===== src/rtl/rate_mode_pkg.sv =====
package rate_mode_pkg;

   typedef enum logic [1:0] {
      MODE_SLEEP = 2'd0,
      MODE_LOW   = 2'd1,
      MODE_STD   = 2'd2,
      MODE_HIGH  = 2'd3
   } op_mode_e;

   typedef enum logic [2:0] {
      BAND_SLEEP = 3'd0,
      BAND_LOW   = 3'd1,
      BAND_STD   = 3'd2,
      BAND_HIGH  = 3'd3,
      BAND_GAP   = 3'd4
   } rate_band_e;

   function automatic op_mode_e band_to_mode(rate_band_e b);
      case (b)
         BAND_LOW:  return MODE_LOW;
         BAND_STD:  return MODE_STD;
         BAND_HIGH: return MODE_HIGH;
         default:   return MODE_SLEEP;
      endcase
   endfunction

endpackage


===== src/rtl/bclk_rate_meter.sv =====
module bclk_rate_meter #(
   parameter int WIN_CYCLES  = 240,
   parameter int SYNC_STAGES = 2,
   parameter bit BOTH_EDGES  = 1'b0,
   parameter int IDLE_LIMIT  = 100,
   parameter int CNT_W       = 8
) (
   input  logic             clk_i,
   input  logic             rst_ni,
   input  logic             bclk_i,
   output logic             win_done_o,
   output logic [CNT_W-1:0] edge_cnt_o,
   output logic             clk_lost_o
);

   localparam int WIN_W  = (WIN_CYCLES > 1) ? $clog2(WIN_CYCLES) : 1;
   localparam int IDLE_W = $clog2(IDLE_LIMIT + 1);

   logic [SYNC_STAGES-1:0] sync_q;
   logic                   last_q;
   logic                   edge_w;
   logic [WIN_W-1:0]       win_q;
   logic [CNT_W-1:0]       acc_q;
   logic [CNT_W-1:0]       acc_nxt;
   logic                   win_end;
   logic [IDLE_W-1:0]      idle_q;

   // synchroniser chain for the asynchronous bit clock
   always_ff @(posedge clk_i or negedge rst_ni) begin
      if (!rst_ni) begin
         sync_q <= '0;
         last_q <= 1'b0;
      end else begin
         sync_q <= {sync_q[SYNC_STAGES-2:0], bclk_i};
         last_q <= sync_q[SYNC_STAGES-1];
      end
   end

   generate
      if (BOTH_EDGES) begin : g_both_edges
         assign edge_w = sync_q[SYNC_STAGES-1] ^ last_q;
      end else begin : g_rise_edge
         assign edge_w = sync_q[SYNC_STAGES-1] & ~last_q;
      end
   endgenerate

   assign win_end = (win_q == WIN_W'(WIN_CYCLES - 1));
   assign acc_nxt = (edge_w && (acc_q != '1)) ? acc_q + 1'b1 : acc_q;

   // fixed-length measurement window
   always_ff @(posedge clk_i or negedge rst_ni) begin
      if (!rst_ni) begin
         win_q      <= '0;
         acc_q      <= '0;
         edge_cnt_o <= '0;
         win_done_o <= 1'b0;
      end else if (win_end) begin
         win_q      <= '0;
         acc_q      <= '0;
         edge_cnt_o <= acc_nxt;
         win_done_o <= 1'b1;
      end else begin
         win_q      <= win_q + 1'b1;
         acc_q      <= acc_nxt;
         win_done_o <= 1'b0;
      end
   end

   // idle timer: flags a bit clock that has stopped toggling
   always_ff @(posedge clk_i or negedge rst_ni) begin
      if (!rst_ni) begin
         idle_q     <= '0;
         clk_lost_o <= 1'b0;
      end else if (edge_w) begin
         idle_q     <= '0;
         clk_lost_o <= 1'b0;
      end else if (idle_q != IDLE_W'(IDLE_LIMIT)) begin
         idle_q     <= idle_q + 1'b1;
         clk_lost_o <= (idle_q == IDLE_W'(IDLE_LIMIT - 1));
      end else begin
         clk_lost_o <= 1'b0;
      end
   end

endmodule


===== src/rtl/rate_band_qualifier.sv =====
module rate_band_qualifier
   import rate_mode_pkg::*;
#(
   parameter int CNT_W     = 8,
   parameter int SLEEP_MAX = 3,
   parameter int LOW_MIN   = 8,
   parameter int LOW_MAX   = 12,
   parameter int STD_MIN   = 20,
   parameter int STD_MAX   = 36,
   parameter int HIGH_MIN  = 50,
   parameter int HIGH_MAX  = 64
) (
   input  logic             clk_i,
   input  logic             rst_ni,
   input  logic             win_done_i,
   input  logic [CNT_W-1:0] edge_cnt_i,
   input  logic             clk_lost_i,
   output logic             dec_valid_o,
   output rate_band_e       dec_band_o
);

   rate_band_e band_w;
   rate_band_e prev_q;

   // sort one window count into a band
   always_comb begin
      if (edge_cnt_i <= CNT_W'(SLEEP_MAX))
         band_w = BAND_SLEEP;
      else if (edge_cnt_i >= CNT_W'(LOW_MIN) && edge_cnt_i <= CNT_W'(LOW_MAX))
         band_w = BAND_LOW;
      else if (edge_cnt_i >= CNT_W'(STD_MIN) && edge_cnt_i <= CNT_W'(STD_MAX))
         band_w = BAND_STD;
      else if (edge_cnt_i >= CNT_W'(HIGH_MIN) && edge_cnt_i <= CNT_W'(HIGH_MAX))
         band_w = BAND_HIGH;
      else
         band_w = BAND_GAP;
   end

   // a decision needs two agreeing windows; a stopped clock decides at once
   always_ff @(posedge clk_i or negedge rst_ni) begin
      if (!rst_ni) begin
         prev_q      <= BAND_GAP;
         dec_valid_o <= 1'b0;
         dec_band_o  <= BAND_SLEEP;
      end else if (clk_lost_i) begin
         prev_q      <= BAND_SLEEP;
         dec_valid_o <= 1'b1;
         dec_band_o  <= BAND_SLEEP;
      end else if (win_done_i) begin
         prev_q      <= band_w;
         dec_valid_o <= (band_w == prev_q) && (band_w != BAND_GAP);
         dec_band_o  <= band_w;
      end else begin
         dec_valid_o <= 1'b0;
      end
   end

endmodule


===== src/rtl/op_mode_fsm.sv =====
module op_mode_fsm
   import rate_mode_pkg::*;
#(
   parameter int WAKE_DLY   = 400,
   parameter int SWITCH_DLY = 200,
   parameter int SLEEP_DLY  = 100,
   parameter int TMR_W      = 9
) (
   input  logic       clk_i,
   input  logic       rst_ni,
   input  logic       dec_valid_i,
   input  rate_band_e dec_band_i,
   output op_mode_e   mode_o,
   output logic       valid_o
);

   typedef enum logic [2:0] {
      ST_SLEEP, ST_WAKE, ST_ACTIVE, ST_SWITCH, ST_DOZE
   } fsm_st_e;

   fsm_st_e        st_q;
   op_mode_e       tgt_q;
   logic [TMR_W-1:0] tmr_q;
   op_mode_e       dec_mode;
   logic           dec_sleep;

   assign dec_mode  = band_to_mode(dec_band_i);
   assign dec_sleep = (dec_band_i == BAND_SLEEP);

   always_ff @(posedge clk_i or negedge rst_ni) begin
      if (!rst_ni) begin
         st_q    <= ST_SLEEP;
         tgt_q   <= MODE_SLEEP;
         tmr_q   <= '0;
         mode_o  <= MODE_SLEEP;
         valid_o <= 1'b0;
      end else begin
         unique case (st_q)
            ST_SLEEP: begin
               if (dec_valid_i && !dec_sleep) begin
                  tgt_q <= dec_mode;
                  tmr_q <= TMR_W'(WAKE_DLY - 1);
                  st_q  <= ST_WAKE;
               end
            end
            ST_WAKE: begin
               if (dec_valid_i && dec_sleep) begin
                  st_q <= ST_SLEEP;
               end else if (dec_valid_i && dec_mode != tgt_q) begin
                  tgt_q <= dec_mode;
                  tmr_q <= TMR_W'(WAKE_DLY - 1);
               end else if (tmr_q == '0) begin
                  mode_o  <= tgt_q;
                  valid_o <= 1'b1;
                  st_q    <= ST_ACTIVE;
               end else begin
                  tmr_q <= tmr_q - 1'b1;
               end
            end
            ST_ACTIVE: begin
               if (dec_valid_i && dec_sleep) begin
                  tmr_q <= TMR_W'(SLEEP_DLY - 1);
                  st_q  <= ST_DOZE;
               end else if (dec_valid_i && dec_mode != mode_o) begin
                  tgt_q <= dec_mode;
                  tmr_q <= TMR_W'(SWITCH_DLY - 1);
                  st_q  <= ST_SWITCH;
               end
            end
            ST_SWITCH: begin
               if (dec_valid_i && dec_sleep) begin
                  tmr_q <= TMR_W'(SLEEP_DLY - 1);
                  st_q  <= ST_DOZE;
               end else if (dec_valid_i && dec_mode == mode_o) begin
                  st_q <= ST_ACTIVE;
               end else if (dec_valid_i && dec_mode != tgt_q) begin
                  tgt_q <= dec_mode;
                  tmr_q <= TMR_W'(SWITCH_DLY - 1);
               end else if (tmr_q == '0) begin
                  mode_o <= tgt_q;
                  st_q   <= ST_ACTIVE;
               end else begin
                  tmr_q <= tmr_q - 1'b1;
               end
            end
            ST_DOZE: begin
               if (dec_valid_i && !dec_sleep && dec_mode == mode_o) begin
                  st_q <= ST_ACTIVE;
               end else if (dec_valid_i && !dec_sleep) begin
                  tgt_q <= dec_mode;
                  tmr_q <= TMR_W'(SWITCH_DLY - 1);
                  st_q  <= ST_SWITCH;
               end else if (tmr_q == '0) begin
                  mode_o  <= MODE_SLEEP;
                  valid_o <= 1'b0;
                  st_q    <= ST_SLEEP;
               end else begin
                  tmr_q <= tmr_q - 1'b1;
               end
            end
            default: st_q <= ST_SLEEP;
         endcase
      end
   end

endmodule


===== src/rtl/clk_rate_mode_det.sv =====
module clk_rate_mode_det
   import rate_mode_pkg::*;
#(
   parameter int WIN_CYCLES  = 240,
   parameter int SYNC_STAGES = 2,
   parameter bit BOTH_EDGES  = 1'b0,
   parameter int IDLE_LIMIT  = 100,
   parameter int SLEEP_MAX   = 3,
   parameter int LOW_MIN     = 8,
   parameter int LOW_MAX     = 12,
   parameter int STD_MIN     = 20,
   parameter int STD_MAX     = 36,
   parameter int HIGH_MIN    = 50,
   parameter int HIGH_MAX    = 64,
   parameter int WAKE_DLY    = 400,
   parameter int SWITCH_DLY  = 200,
   parameter int SLEEP_DLY   = 100
) (
   input  logic       clk_i,
   input  logic       rst_ni,
   input  logic       bclk_i,
   input  logic       sel_i,
   output logic [1:0] mode_o,
   output logic       data_valid_o,
   output logic       data_oe_o,
   output logic       pull_low_o
);

   localparam int EDGE_MAX = BOTH_EDGES ? WIN_CYCLES : (WIN_CYCLES + 1) / 2;
   localparam int CNT_W    = $clog2(EDGE_MAX + 1);
   localparam int DLY_MAX  = (WAKE_DLY > SWITCH_DLY)
                             ? ((WAKE_DLY > SLEEP_DLY) ? WAKE_DLY : SLEEP_DLY)
                             : ((SWITCH_DLY > SLEEP_DLY) ? SWITCH_DLY : SLEEP_DLY);
   localparam int TMR_W    = $clog2(DLY_MAX + 1);

   // elaboration-time parameter checks
   generate
      if (SYNC_STAGES < 2) begin : g_bad_sync
         $error("SYNC_STAGES must be at least 2");
      end
      if (!(SLEEP_MAX < LOW_MIN && LOW_MIN <= LOW_MAX && LOW_MAX < STD_MIN &&
            STD_MIN <= STD_MAX && STD_MAX < HIGH_MIN && HIGH_MIN <= HIGH_MAX)) begin : g_bad_bands
         $error("rate bands must be ordered and disjoint");
      end
      if (HIGH_MAX > EDGE_MAX) begin : g_bad_top
         $error("HIGH_MAX exceeds the largest countable value");
      end
      if (IDLE_LIMIT < 2 || WAKE_DLY < 1 || SWITCH_DLY < 1 || SLEEP_DLY < 1) begin : g_bad_dly
         $error("timer parameters must be positive");
      end
   endgenerate

   logic             win_done;
   logic [CNT_W-1:0] edge_cnt;
   logic             clk_lost;
   logic             dec_valid;
   rate_band_e       dec_band;
   op_mode_e         mode_w;
   logic             valid_w;

   bclk_rate_meter #(
      .WIN_CYCLES (WIN_CYCLES),
      .SYNC_STAGES(SYNC_STAGES),
      .BOTH_EDGES (BOTH_EDGES),
      .IDLE_LIMIT (IDLE_LIMIT),
      .CNT_W      (CNT_W)
   ) i_meter (
      .clk_i     (clk_i),
      .rst_ni    (rst_ni),
      .bclk_i    (bclk_i),
      .win_done_o(win_done),
      .edge_cnt_o(edge_cnt),
      .clk_lost_o(clk_lost)
   );

   rate_band_qualifier #(
      .CNT_W    (CNT_W),
      .SLEEP_MAX(SLEEP_MAX),
      .LOW_MIN  (LOW_MIN),
      .LOW_MAX  (LOW_MAX),
      .STD_MIN  (STD_MIN),
      .STD_MAX  (STD_MAX),
      .HIGH_MIN (HIGH_MIN),
      .HIGH_MAX (HIGH_MAX)
   ) i_qual (
      .clk_i      (clk_i),
      .rst_ni     (rst_ni),
      .win_done_i (win_done),
      .edge_cnt_i (edge_cnt),
      .clk_lost_i (clk_lost),
      .dec_valid_o(dec_valid),
      .dec_band_o (dec_band)
   );

   op_mode_fsm #(
      .WAKE_DLY  (WAKE_DLY),
      .SWITCH_DLY(SWITCH_DLY),
      .SLEEP_DLY (SLEEP_DLY),
      .TMR_W     (TMR_W)
   ) i_fsm (
      .clk_i      (clk_i),
      .rst_ni     (rst_ni),
      .dec_valid_i(dec_valid),
      .dec_band_i (dec_band),
      .mode_o     (mode_w),
      .valid_o    (valid_w)
   );

   assign mode_o       = mode_w;
   assign data_valid_o = valid_w;
   assign data_oe_o    = valid_w;
   assign pull_low_o   = sel_i & ~valid_w;

endmodule


===== config.mk =====
export PLATFORM = sky130hd
export DESIGN_NAME = clk_rate_mode_det
export DESIGN_NICKNAME = d
export VERILOG_FILES = /design/src/rtl/rate_mode_pkg.sv /design/src/rtl/bclk_rate_meter.sv /design/src/rtl/rate_band_qualifier.sv /design/src/rtl/op_mode_fsm.sv /design/src/rtl/clk_rate_mode_det.sv
export SDC_FILE = /design/constraint.sdc
export NUM_CORES = 1
export LEC_CHECK = 0
export ABC_CLOCK_PERIOD_IN_PS = 2600
export CAP_MARGIN = 40
export CORE_AREA = 2 2 89 91
export CTS_CLUSTER_SIZE = 20
export DETAILED_ROUTE_END_ITERATION = 8
export DIE_AREA = 0 0 91 93
export PLACE_DENSITY = 0.68
export SLEW_MARGIN = 40
export SYNTH_ARGS = -nofsm -noshare
export SYNTH_HDL_FRONTEND = slang
export SYNTH_SLANG_ARGS = --single-unit

===== constraint.sdc =====
create_clock -name clk_i -period 2.6 [get_ports clk_i]
set_input_delay 0.78 -clock clk_i [delete_from_list [all_inputs] [get_ports clk_i]]
set_output_delay 0.78 -clock clk_i [all_outputs]
set_load 0.03 [all_outputs]

==> run summary <==
Die X: 91 µm
Clock H-tree levels: 2
Initial antenna violation count: 0
Pwr/cell area: 492 nW/µm²
CP bufs+invs: 1
Clock Sinks: 56
Post-detail-place hpwl: 4920 µm
R2R Setup Slk: 0.26 ns
Syn Inst Count: 364
Main combinational cell family by area after synthesis: simple AND/OR/NAND/NOR gates
Via/cell ratio: 5.70
1st-iter DRT viols: 138
Multiplexer share of the synthesized area: 0.0258
CP delay by family, top: buffers and inverters
Synth Register Bits: 56
Top cells by area, synth: dfrtp_1 42%, nor2_1 5.1%, a21oi_1 4.1%
Avg Cell Area, Syn: 9.06 µm²
Rows: 32
GP Congestion: 0.884
Setup TNS: 0 ns
CP peak stage delay: 0.78 ns
Post-synthesis adder-cell area fraction: 0.0190
Post-synthesis compound-gate area fraction: 0.212
Yosys top cell area share: 0.417
Initial Utilization: 0.438
Critical Path, Cell by Cell: clkdlybuf4s50_1
Async S/R FF share, synth: 1.00
CTS Buf Count: 5
HP Class: register to register
CP startpoint: i_fsm.mode_o[0]
Post-synth top flop: dfrtp_1
Post-synthesis sequential area ratio: 0.425
Io pins: 9
CP Max Fanout: 10
Final Hold Viols: 0
Synth Warn #: 0
Skew-Pair Late Insertion Delay: 0.31 ns
Net count after synthesis: 373
Final setup viols: 0
Buffer count from post-CTS setup fixing: 0
Worst-margin pin slew: 0.649 ns
Detailed-route via count: 2691
Largest net degree at the start of global routing: 35
CTS tree: built
CTS resizes: 0
Startpoint types: register
Post-synth EDFFs: 0
Time the worst path needs with I/O delays and setup: 2.38 ns
Post-route ant nets: 0
Synth Area in XOR/XNOR: 0.0451
Hold Buf Count CTS: 0
Period utilisation layout: 0.914
Vias in the first global route: 2543
Clock slew at reported path FFs: 0.10 ns
CP max stage cell: clkdlybuf4s50_1
Root Buffer: clkbuf_8
Slew HR: 0.564
Status: completed
Worst vdd ir: 0.414 mV
Layout cells sized above 1: 0.108
Yosys cell types: 68
Layout net count: 378
1st-pass router iterations: 4
Layout area overhead: 8.57%
Critical path type: register to primary output
Synth Area in Simple Gates: 0.220
Longest Clk Path Bufs: 2
Pleak: 0.00151 µW
Gr ovfl total: 0
Number of max-cap violations: 0
DR WL/cell: 14.6 µm
Arr. time, crit path: 1.60 ns
Remaining DRCs: 0
Worst min-delay path startpoint: i_meter.sync_q[0]
Area leader, netlist: dfrtp_1
WHS: 0.368 ns
Max Slew Vio Count: 0
Core area: 7530 µm²
Worst flop-to-flop path startpoint: i_qual.prev_q[1]
Worst endpoint required time: 1.82 ns
CP endpoint kind: primary output
RSZ-0062 raised after global routing: no
Ant diodes: 0
Final Util: 0.476
Die area: 8460 µm²
GRT Util Overall: 0.171
Buffers added on ports: 8
Clock Skew: 0.0123 ns
Peak Freq: 421 MHz
Global-route wire length before repair: 12000 µm
Mapped cell area: 3300 µm²
Chip height: 93 µm
DRT Wirelength: 6890 µm
## sequential cells by signal, indices dropped and copies added, names as in the netlist, 2 cells and up
register / flops
i_fsm.tgt_q: 2
i_meter.acc_q: 7
i_meter.idle_q: 7
i_fsm.tmr_q: 9
i_fsm.st_q: 3
i_fsm.mode_o: 2
i_meter.win_q: 8
i_meter.sync_q: 2
i_qual.prev_q: 3
i_meter.edge_cnt_o: 7
## worst paths after layout
check	to	depth (start not counted)
worst max-delay path	mode_o[0]	1
worst min-delay path	i_meter.sync_q[1]	0
worst max register to register	i_fsm.tmr_q[7]	5
worst min register to register	i_meter.sync_q[1]	0
max in group asynchronous	i_qual.prev_q[2]	2
min in group asynchronous	i_fsm.mode_o[1]	2
## through the flow
stage,setup slack (ns),instances,power (µW),cell area (µm²)
finish,0.224,472,1760,3580
global route,0.0746,472,1860,3580
CTS,0.183,472,1790,3580
detailed placement,0.285,464,1200,3470
global placement,0.296,464,1190,3470
floorplan,0.530,364,1140,3300
## cell usage after synthesis, drive strengths merged, types with 10 or more instances
cell	count
xor2	13
nand2	23
a31oi	10
buf	10
clkbuf	10
inv	17
nand3	11
dfrtp	55
o21ai	23
a21oi	28
nor2	45
nor3	10
## where the power goes
group          switching (µW)  internal, µW
clock                     287           292
combinational             102          73.0
sequential               72.4           937
total                     461          1300
## cell type report
cell class	instances	area, µm²
clock inverter	2	38.8
multi-input combinational	271	1730
fill	746	3950
timing repair buffer	18	148
inverter	17	63.8
clock buffer	6	72.6
tap	102	128
sequential	56	1400
## logic make-up (layout without fill, tap and decap cells)
| group | Yosys count | after routing |
|---|---|---|
| simple gates | 136 | 136 |
| compound gates | 105 | 105 |
| flops | 56 | 56 |
| buf+inv | 37 | 43 |
| xor+xnor | 17 | 17 |
| mux | 8 | 8 |
| fa+ha+maj | 5 | 5 |
## cell usage in the layout, fill, tap and decap left out, types with 3 or more instances in the layout
master           count
clkbuf_8             5
nand2_1             22
o22ai_1              5
clkdlybuf4s50_1      6
nand3b_1             4
nand2b_1             9
nor3_1               8
xnor2_1              4
nand4_1              7
nor2b_1              6
nand3_1             11
nor2_1              45
ha_1                 5
mux2i_1              4
xor2_1              13
o21ai_0             21
and3_1               4
nor4_1               3
a21o_1               3
o311ai_0             3
a31oi_1             10
inv_1               17
a21oi_1             27
a41oi_1              3
buf_4               11
o31ai_1              3
dfrtp_1             55
## metal layers
layer | up-vias | routed length, µm | GRT usage
li1 | 1326 | - | -
met1 | 1313 | 3130 | 0.221
met2 | 46 | 3410 | 0.293
met3 | 6 | 254 | 0.0298
met4 | 0 | 92 | 0.0581
met5 | - | 0 | 0
(Power assumes the default switching activity.)
